**src/rtl/mask_iota_pkg.sv**
```systemverilog
`timescale 1ns/1ps
package mask_iota_pkg;

   typedef enum logic [4:0] {
      OP_PREFIX = 5'b10000,
      OP_POSIT  = 5'b10001
   } iota_op_e;

   localparam int SEW_CODES = 4;

   function automatic int lane_bits(input int code);
      return 8 << code;
   endfunction

endpackage

```
**src/rtl/iota_elem_count.sv**
```systemverilog
`timescale 1ns/1ps
module iota_elem_count #(
   parameter int VLEN = 128,
   parameter int IDXW = $clog2(VLEN)
) (
   input  logic [1:0]      sew_i,
   input  logic [1:0]      lmul_i,
   output logic [IDXW-1:0] last_o
);
   localparam int CW = IDXW + 1;

   logic [CW-1:0] base;
   logic [CW-1:0] count;

   always_comb begin
      base   = CW'(VLEN / 8);
      count  = (base << lmul_i) >> sew_i;
      last_o = IDXW'(count - CW'(1));
   end
endmodule

```
**src/rtl/iota_legal_chk.sv**
```systemverilog
`timescale 1ns/1ps
module iota_legal_chk
   import mask_iota_pkg::*;
#(
   parameter int IDXW = 7
) (
   input  logic [4:0]      op_i,
   input  logic [IDXW-1:0] vstart_i,
   input  logic [4:0]      vd_i,
   input  logic [4:0]      vs2_i,
   output logic            illegal_o,
   output logic            prefix_o
);
   logic known_op;
   logic prefix_bad;

   always_comb begin
      prefix_o   = (op_i == OP_PREFIX);
      known_op   = prefix_o || (op_i == OP_POSIT);
      prefix_bad = prefix_o && ((vstart_i != '0) || (vd_i == vs2_i));
      illegal_o  = !known_op || prefix_bad;
   end
endmodule

```
**src/rtl/iota_val_fmt.sv**
```systemverilog
`timescale 1ns/1ps
module iota_val_fmt
   import mask_iota_pkg::*;
#(
   parameter int ELEN = 64,
   parameter int IDXW = 7
) (
   input  logic [1:0]      sew_i,
   input  logic [IDXW-1:0] raw_i,
   output logic [ELEN-1:0] data_o
);
   logic [ELEN-1:0] lane [SEW_CODES];
   logic [ELEN-1:0] wide;

   assign wide = ELEN'(raw_i);

   for (genvar g = 0; g < SEW_CODES; g++) begin : g_lane
      localparam int W = 8 << g;
      localparam logic [ELEN-1:0] KEEP =
         (W >= ELEN) ? {ELEN{1'b1}} : ((ELEN'(1) << W) - ELEN'(1));
      assign lane[g] = wide & KEEP;
   end

   always_comb data_o = lane[sew_i];
endmodule

```
**src/rtl/iota_seq.sv**
```systemverilog
`timescale 1ns/1ps
module iota_seq #(
   parameter int VLEN = 128,
   parameter int IDXW = $clog2(VLEN)
) (
   input  logic            clk,
   input  logic            rst_n,
   input  logic            start_i,
   input  logic            illegal_i,
   input  logic            prefix_i,
   input  logic [1:0]      sew_i,
   input  logic [IDXW-1:0] last_i,
   input  logic [VLEN-1:0] src_i,
   input  logic [VLEN-1:0] act_i,
   output logic            busy_o,
   output logic            illegal_o,
   output logic            done_o,
   output logic            el_valid_o,
   output logic [IDXW-1:0] el_idx_o,
   output logic            el_wr_o,
   output logic [IDXW-1:0] raw_o,
   output logic [1:0]      sew_o
);
   logic            busy_q, ill_q, done_q, v_q, wr_q, lastel_q, prefix_q;
   logic [IDXW-1:0] idx_q, sum_q, last_q, oidx_q, raw_q;
   logic [1:0]      sew_q;
   logic [VLEN-1:0] src_q, act_q;
   logic            cur_act, at_end;

   assign cur_act = act_q[idx_q];
   assign at_end  = (idx_q == last_q);

   always_ff @(posedge clk) begin
      if (!rst_n) begin
         busy_q   <= 1'b0;
         ill_q    <= 1'b0;
         done_q   <= 1'b0;
         v_q      <= 1'b0;
         wr_q     <= 1'b0;
         lastel_q <= 1'b0;
         prefix_q <= 1'b0;
         idx_q    <= '0;
         sum_q    <= '0;
         last_q   <= '0;
         oidx_q   <= '0;
         raw_q    <= '0;
         sew_q    <= '0;
         src_q    <= '0;
         act_q    <= '0;
      end else begin
         ill_q  <= 1'b0;
         v_q    <= 1'b0;
         done_q <= v_q && lastel_q;
         if (!busy_q && start_i) begin
            if (illegal_i) begin
               ill_q <= 1'b1;
            end else begin
               busy_q   <= 1'b1;
               idx_q    <= '0;
               sum_q    <= '0;
               last_q   <= last_i;
               prefix_q <= prefix_i;
               sew_q    <= sew_i;
               src_q    <= src_i;
               act_q    <= act_i;
            end
         end else if (busy_q) begin
            v_q      <= 1'b1;
            oidx_q   <= idx_q;
            wr_q     <= cur_act;
            raw_q    <= prefix_q ? sum_q : idx_q;
            lastel_q <= at_end;
            if (prefix_q && cur_act && src_q[idx_q])
               sum_q <= sum_q + IDXW'(1);
            if (at_end) busy_q <= 1'b0;
            else        idx_q  <= idx_q + IDXW'(1);
         end
      end
   end

   assign busy_o     = busy_q;
   assign illegal_o  = ill_q;
   assign done_o     = done_q;
   assign el_valid_o = v_q;
   assign el_idx_o   = oidx_q;
   assign el_wr_o    = wr_q;
   assign raw_o      = raw_q;
   assign sew_o      = sew_q;
endmodule

```
**src/rtl/mask_iota_gen.sv**
```systemverilog
`timescale 1ns/1ps
module mask_iota_gen #(
   parameter int VLEN = 128,
   parameter int ELEN = 64,
   localparam int IDXW = $clog2(VLEN)
) (
   input  logic            clk,
   input  logic            rst_n,
   input  logic            start_i,
   input  logic [4:0]      op_i,
   input  logic [1:0]      sew_i,
   input  logic [1:0]      lmul_i,
   input  logic [IDXW-1:0] vstart_i,
   input  logic [4:0]      vd_i,
   input  logic [4:0]      vs2_i,
   input  logic [VLEN-1:0] src_mask_i,
   input  logic [VLEN-1:0] act_mask_i,
   output logic            busy_o,
   output logic            illegal_o,
   output logic            done_o,
   output logic            el_valid_o,
   output logic [IDXW-1:0] el_idx_o,
   output logic            el_wr_o,
   output logic [ELEN-1:0] el_data_o
);
   initial begin
      assert (VLEN >= 64 && (VLEN & (VLEN - 1)) == 0)
         else $error("VLEN must be a power of two of at least 64");
      assert (ELEN >= 64)
         else $error("ELEN must hold a 64-bit element");
   end

   logic [IDXW-1:0] last_idx, raw_val;
   logic            req_bad, req_prefix;
   logic [1:0]      sew_run;

   iota_elem_count #(.VLEN(VLEN), .IDXW(IDXW)) u_cnt (
      .sew_i  (sew_i),
      .lmul_i (lmul_i),
      .last_o (last_idx)
   );

   iota_legal_chk #(.IDXW(IDXW)) u_legal (
      .op_i      (op_i),
      .vstart_i  (vstart_i),
      .vd_i      (vd_i),
      .vs2_i     (vs2_i),
      .illegal_o (req_bad),
      .prefix_o  (req_prefix)
   );

   iota_seq #(.VLEN(VLEN), .IDXW(IDXW)) u_seq (
      .clk        (clk),
      .rst_n      (rst_n),
      .start_i    (start_i),
      .illegal_i  (req_bad),
      .prefix_i   (req_prefix),
      .sew_i      (sew_i),
      .last_i     (last_idx),
      .src_i      (src_mask_i),
      .act_i      (act_mask_i),
      .busy_o     (busy_o),
      .illegal_o  (illegal_o),
      .done_o     (done_o),
      .el_valid_o (el_valid_o),
      .el_idx_o   (el_idx_o),
      .el_wr_o    (el_wr_o),
      .raw_o      (raw_val),
      .sew_o      (sew_run)
   );

   iota_val_fmt #(.ELEN(ELEN), .IDXW(IDXW)) u_fmt (
      .sew_i  (sew_run),
      .raw_i  (raw_val),
      .data_o (el_data_o)
   );
endmodule

```
**config.mk**
```make
export PLATFORM = sky130hd
export DESIGN_NAME = mask_iota_gen
export DESIGN_NICKNAME = d
export VERILOG_FILES = /design/src/rtl/mask_iota_pkg.sv /design/src/rtl/iota_elem_count.sv /design/src/rtl/iota_legal_chk.sv /design/src/rtl/iota_val_fmt.sv /design/src/rtl/iota_seq.sv /design/src/rtl/mask_iota_gen.sv
export SDC_FILE = /design/constraint.sdc
export NUM_CORES = 1
export LEC_CHECK = 0
export BUFFER_PORTS_ARGS = -buffer_cell sky130_fd_sc_hd__buf_2
export CORE_UTILIZATION = 45
export DETAILED_ROUTE_END_ITERATION = 10
export PLACE_DENSITY = 0.7
export SETUP_SLACK_MARGIN = 0.02
export SYNTH_ARGS = -nofsm -noshare
export SYNTH_HDL_FRONTEND = slang
export SYNTH_SLANG_ARGS = --single-unit
```
**constraint.sdc**
```tcl
create_clock -name clk -period 7.1 [get_ports clk]
set_input_delay 0 -clock clk [delete_from_list [all_inputs] [get_ports clk]]
set_output_delay 0 -clock clk [all_outputs]
set_load 0.01 [all_outputs]
```
==> flow_summary.html <==
<table>
<tr><th>Metric</th><th>Value</th></tr>
<tr><th colspan="2">GRT</th></tr>
<tr><td>Pin count of the biggest net entering global routing</td><td>about 270</td></tr>
<tr><td>Grt ovf</td><td>0</td></tr>
<tr><td>GR Util All Layers</td><td>0.297</td></tr>
<tr><td>Wire length of the first global-routing pass</td><td>approximately 71 mm</td></tr>
<tr><td>Vias in the first global route</td><td>roughly 13000</td></tr>
<tr><td>Antenna violations before repair</td><td>1</td></tr>
<tr><th colspan="2">Layout</th></tr>
<tr><td>Area added between synthesis and finish</td><td>37.2%</td></tr>
<tr><td>Number of standard cells in the final layout excluding fillers</td><td>approximately 2500</td></tr>
<tr><td>Net count, final</td><td>around 2400</td></tr>
<tr><td>Fraction of layout instances using a drive strength above 1</td><td>0.204</td></tr>
<tr><td>Commonest non-fill, non-tap cell in the layout</td><td>nand2_1</td></tr>
<tr><td>Top library cells by usage in the layout, fill and taps aside</td><td>nand2_1, buf_2, dfxtp_1</td></tr>
<tr><th colspan="2">Yosys</th></tr>
<tr><td>Number of synthesized flops with an enable pin</td><td>0</td></tr>
<tr><td>Post-synthesis average cell area</td><td>8.40 µm²</td></tr>
<tr><td>Top_reg_cell synth</td><td>dfxtp_1</td></tr>
<tr><td>Proportion of synthesized chip area in sequential cells</td><td>0.442</td></tr>
<tr><td>Count of unique library cells instantiated by Yosys</td><td>66</td></tr>
<tr><td>Synth warn</td><td>0</td></tr>
<tr><td>Share of flip-flops with an asynchronous set or reset after synthesis</td><td>0</td></tr>
<tr><td>Number of register bits inferred by synthesis</td><td>a little under 300</td></tr>
<tr><td>Count of mapped cells out of synthesis</td><td>between 1500 and 2000</td></tr>
<tr><td>Post-synthesis cell area</td><td>0.0135 mm²</td></tr>
<tr><th colspan="2">Clocking</th></tr>
<tr><td>Clock buffers created by TritonCTS</td><td>30</td></tr>
<tr><td>Clock tree from TritonCTS</td><td>built</td></tr>
<tr><td>Root Buffer Master</td><td>clkbuf_16</td></tr>
<tr><td>Quantity of gates resized following cts</td><td>0</td></tr>
<tr><td>Clock tree buffer depth</td><td>3</td></tr>
<tr><td>H-tree lvl count</td><td>1</td></tr>
<tr><td>Clk slew on worst S/H paths</td><td>around 0.06 ns</td></tr>
<tr><td>Count of clock tree sinks</td><td>about 300</td></tr>
<tr><td>Later-pin clock latency in the skew report</td><td>around 0.56 ns</td></tr>
<tr><td>Post-CTS Setup Inserts</td><td>0</td></tr>
<tr><th colspan="2">Worst setup path</th></tr>
<tr><td>Endpoint arrival time on the critical path</td><td>between 3 and 4 ns</td></tr>
<tr><td>Sort of element at the start of the critical path</td><td>flip-flop</td></tr>
<tr><td>Required arrival time at the worst endpoint</td><td>between 7 and 8 ns</td></tr>
<tr><td>Path type of the worst setup path</td><td>reg -&gt; reg</td></tr>
<tr><td>Maximum fanout along the worst path</td><td>43</td></tr>
<tr><td>Endpoint kind of the worst setup timing path</td><td>flip-flop</td></tr>
<tr><th colspan="2">Place</th></tr>
<tr><td>Count of input and output buffers</td><td>just over 300</td></tr>
<tr><td>Placed Cells</td><td>between 2000 and 2500</td></tr>
<tr><td>Final weighted congestion in routability-driven placement</td><td>between 0.8 and 0.9</td></tr>
<tr><td>Post-Place Setup Slack</td><td>3.83 ns</td></tr>
<tr><td>Detailed-placement wirelength estimate</td><td>between 20 and 30 mm</td></tr>
<tr><th colspan="2">Die</th></tr>
<tr><td>Width of the die</td><td>175 µm</td></tr>
<tr><td>Cell Rows</td><td>63</td></tr>
<tr><td>Num ports</td><td>~360</td></tr>
<tr><td>Area enclosed by the die boundary</td><td>slightly above 0.03 mm²</td></tr>
<tr><td>Die H</td><td>around 180 µm</td></tr>
<tr><td>Effective utilization at floorplan</td><td>0.456</td></tr>
<tr><td>Area of the core region</td><td>between 0.02 and 0.03 mm²</td></tr>
<tr><th colspan="2">STA</th></tr>
<tr><td>Share of the clock period used by the worst path</td><td>0.462</td></tr>
<tr><td>Unrepaired setup endpoints after global routing</td><td>false</td></tr>
<tr><td>Max transition margin</td><td>0.0326</td></tr>
<tr><td>Total Neg Setup Slack</td><td>0 ns</td></tr>
<tr><td>Tmin final</td><td>3.28 ns</td></tr>
<tr><td>Fmax</td><td>between 0.3 and 0.4 GHz</td></tr>
<tr><td>Worst hold slack</td><td>around 0.047 ns</td></tr>
<tr><td>Maximum clock skew at final layout</td><td>0.0123 ns</td></tr>
<tr><td>Transition at the pin with the smallest max-transition slack</td><td>1.45 ns</td></tr>
<tr><td>Final Hold Fails</td><td>0</td></tr>
<tr><td>Final worst setup slack</td><td>approximately 3.8 ns</td></tr>
<tr><td>Number of setup violations in the final report</td><td>0</td></tr>
<tr><td>Max-slew violation total from the final report</td><td>0</td></tr>
<tr><th colspan="2">Routing</th></tr>
<tr><td># DRC</td><td>0</td></tr>
<tr><td>Detailed-route wire length</td><td>between 40 and 50 mm</td></tr>
<tr><td>Iteration count of the initial detailed-routing pass</td><td>6</td></tr>
<tr><td>Iteration-0 DRC count of the detailed router</td><td>roughly 1200</td></tr>
<tr><td>Mean routed wirelength per cell</td><td>18.5 µm</td></tr>
<tr><td>Post-DR vias/cell</td><td>about 5.4</td></tr>
<tr><td>Residual antenna-violating net count after detailed routing</td><td>0</td></tr>
<tr><td>Total number of vias</td><td>~14000</td></tr>
<tr><th colspan="2">Hold path</th></tr>
<tr><td>Classification of the worst-slack hold path</td><td>in -&gt; reg</td></tr>
<tr><th colspan="2">Pwr</th></tr>
<tr><td>Clock Power Share</td><td>0.453</td></tr>
<tr><td>Leak Pwr</td><td>about 0.007 µW</td></tr>
<tr><td>Internal power consumption</td><td>~2800 µW</td></tr>
<tr><td>Proportion of power drawn by combinational gates</td><td>0.082</td></tr>
<tr><td>Switching share of power</td><td>0.220</td></tr>
<tr><td>Portion of total power attributed to sequential cells</td><td>0.465</td></tr>
<tr><td>Switching component of the power</td><td>800 µW</td></tr>
<tr><td>Total power density per cell area</td><td>196 mW/mm²</td></tr>
<tr><td>Peak supply drop</td><td>0.181 mV</td></tr>
<tr><th colspan="2">Run</th></tr>
<tr><td>Number of maximum-capacitance constraint violations</td><td>0</td></tr>
<tr><th colspan="2">Run status</th></tr>
<tr><td>Status</td><td>finished clean</td></tr>
</table>
==> layout make-up <==
class | instances | area [µm²]
repair buffers | 575 | 4250
clock buffers | 46 | 942
diodes | 2 | 5.00
well taps | 390 | 488
multi-input cells | 1179 | 6720
fillers | 2366 | 11000
clock inverters | 8 | 101
flip-flops and latches | 298 | 5970
inverters | 6 | 30.0
==> per-layer routing <==
| metal | track usage | vias up | share of wire |
|---|---|---|---|
| li1 | - | 6330 | - |
| met1 | 0.385 | 6288 | 0.41 |
| met2 | 0.482 | 757 | 0.47 |
| met3 | 0.0518 | 191 | 0.077 |
| met4 | 0.139 | 0 | 0.051 |
| met5 | 0 | - | 0 |
==> cell families after synthesis <==
group	count (synthesis)	share of synthesized area
xor gates and xnor gates	18	0.0117
DFF	298	0.442
buffers and inverters	186	0.0759
AOI/OAI and AO/OA	347	0.145
other	1	0.000278
muxes	94	0.124
and+or+nand+nor	660	0.199
adders and majority gates	3	0.00278
==> cells in the mapped netlist (all sizes together) (3+ instances only) <==
cell	n	area, µm²
and3	8	51.3
nand2b	8	50.1
o22ai	5	31.3
a211oi	12	90.1
nor4	3	40.0
mux2i	23	230
nand3b	3	22.5
xnor2	10	87.6
and2	4	25.0
ha	3	37.5
xor2	8	70.1
mux4	51	1210
inv	5	18.8
nor2b	8	50.1
nor2	45	171
o21ai	7	35.0
a221oi	7	67.6
nand3	21	110
mux2	20	229
nor3	12	60.1
buf	86	648
a21oi	268	1340
a22oi	10	75.1
nand2	536	2010
dfxtp	298	5970
nand4	5	31.3
clkbuf	94	353
o211ai	10	75.1
a31oi	5	31.3
==> stage by stage <==
stage | cell area [µm²] | utilization | total power [µW]
global route | 18500 | 0.626 | 3740
global placement | 14800 | 0.501 | 1890
finish | 18500 | 0.626 | 3640
detailed placement | 14800 | 0.501 | 1900
floorplan | 13700 | - | 1820
CTS | 18500 | 0.626 | 3630
==> flip-flops by register name (all words and copies together), names as in the netlist <==
signal,cells
u_seq.sum_q,7
u_seq.done_o,1
u_seq.illegal_o,1
u_seq.busy_o,1
u_seq.act_q,128
u_seq.el_idx_o,7
u_seq.raw_o,7
u_seq.lastel_q,1
u_seq.el_valid_o,1
u_seq.idx_q,7
u_seq.el_wr_o,1
u_seq.src_q,128
u_seq.last_q,7
u_seq.prefix_q,1
==> power groups by stage <==
stage	Combinational [µW]	Sequential, µW	Clock, µW
after global routing	319	1690	1730
after CTS	281	1690	1660
after floorplan	97.6	1730	0
final	298	1690	1650
after detailed placement	170	1730	0
after global placement	168	1730	0
==> final timing paths <==
path             startpoint               to  slack (ns)  cells after the start
min               lmul_i[1]  u_seq.last_q[2]        0.05                      5
min reg2reg  u_seq.src_q[1]   u_seq.src_q[1]        0.45                      2
max reg2reg  u_seq.idx_q[0]   u_seq.sum_q[4]        3.82                      8
max          u_seq.idx_q[0]   u_seq.sum_q[4]        3.82                      8
==> critical path, stage by stage (launching register included) <==
cell and delay, ns:
dfxtp_4 0.61, buf_4 0.65, mux4_2 0.59, a22oi_1 0.21, nand3_1 0.16, a32oi_2 0.31
nand3_2 0.22, a31o_2 0.26, o311a_1 0.11
==> repair_timing <==
item / CTS / global route
endpoints found under the setup margin: 0 / 0
hold endpoints to repair: 276 / 0
hold buffers: 265 / 0
No activity file was read; power rests on OpenSTA's default activity.
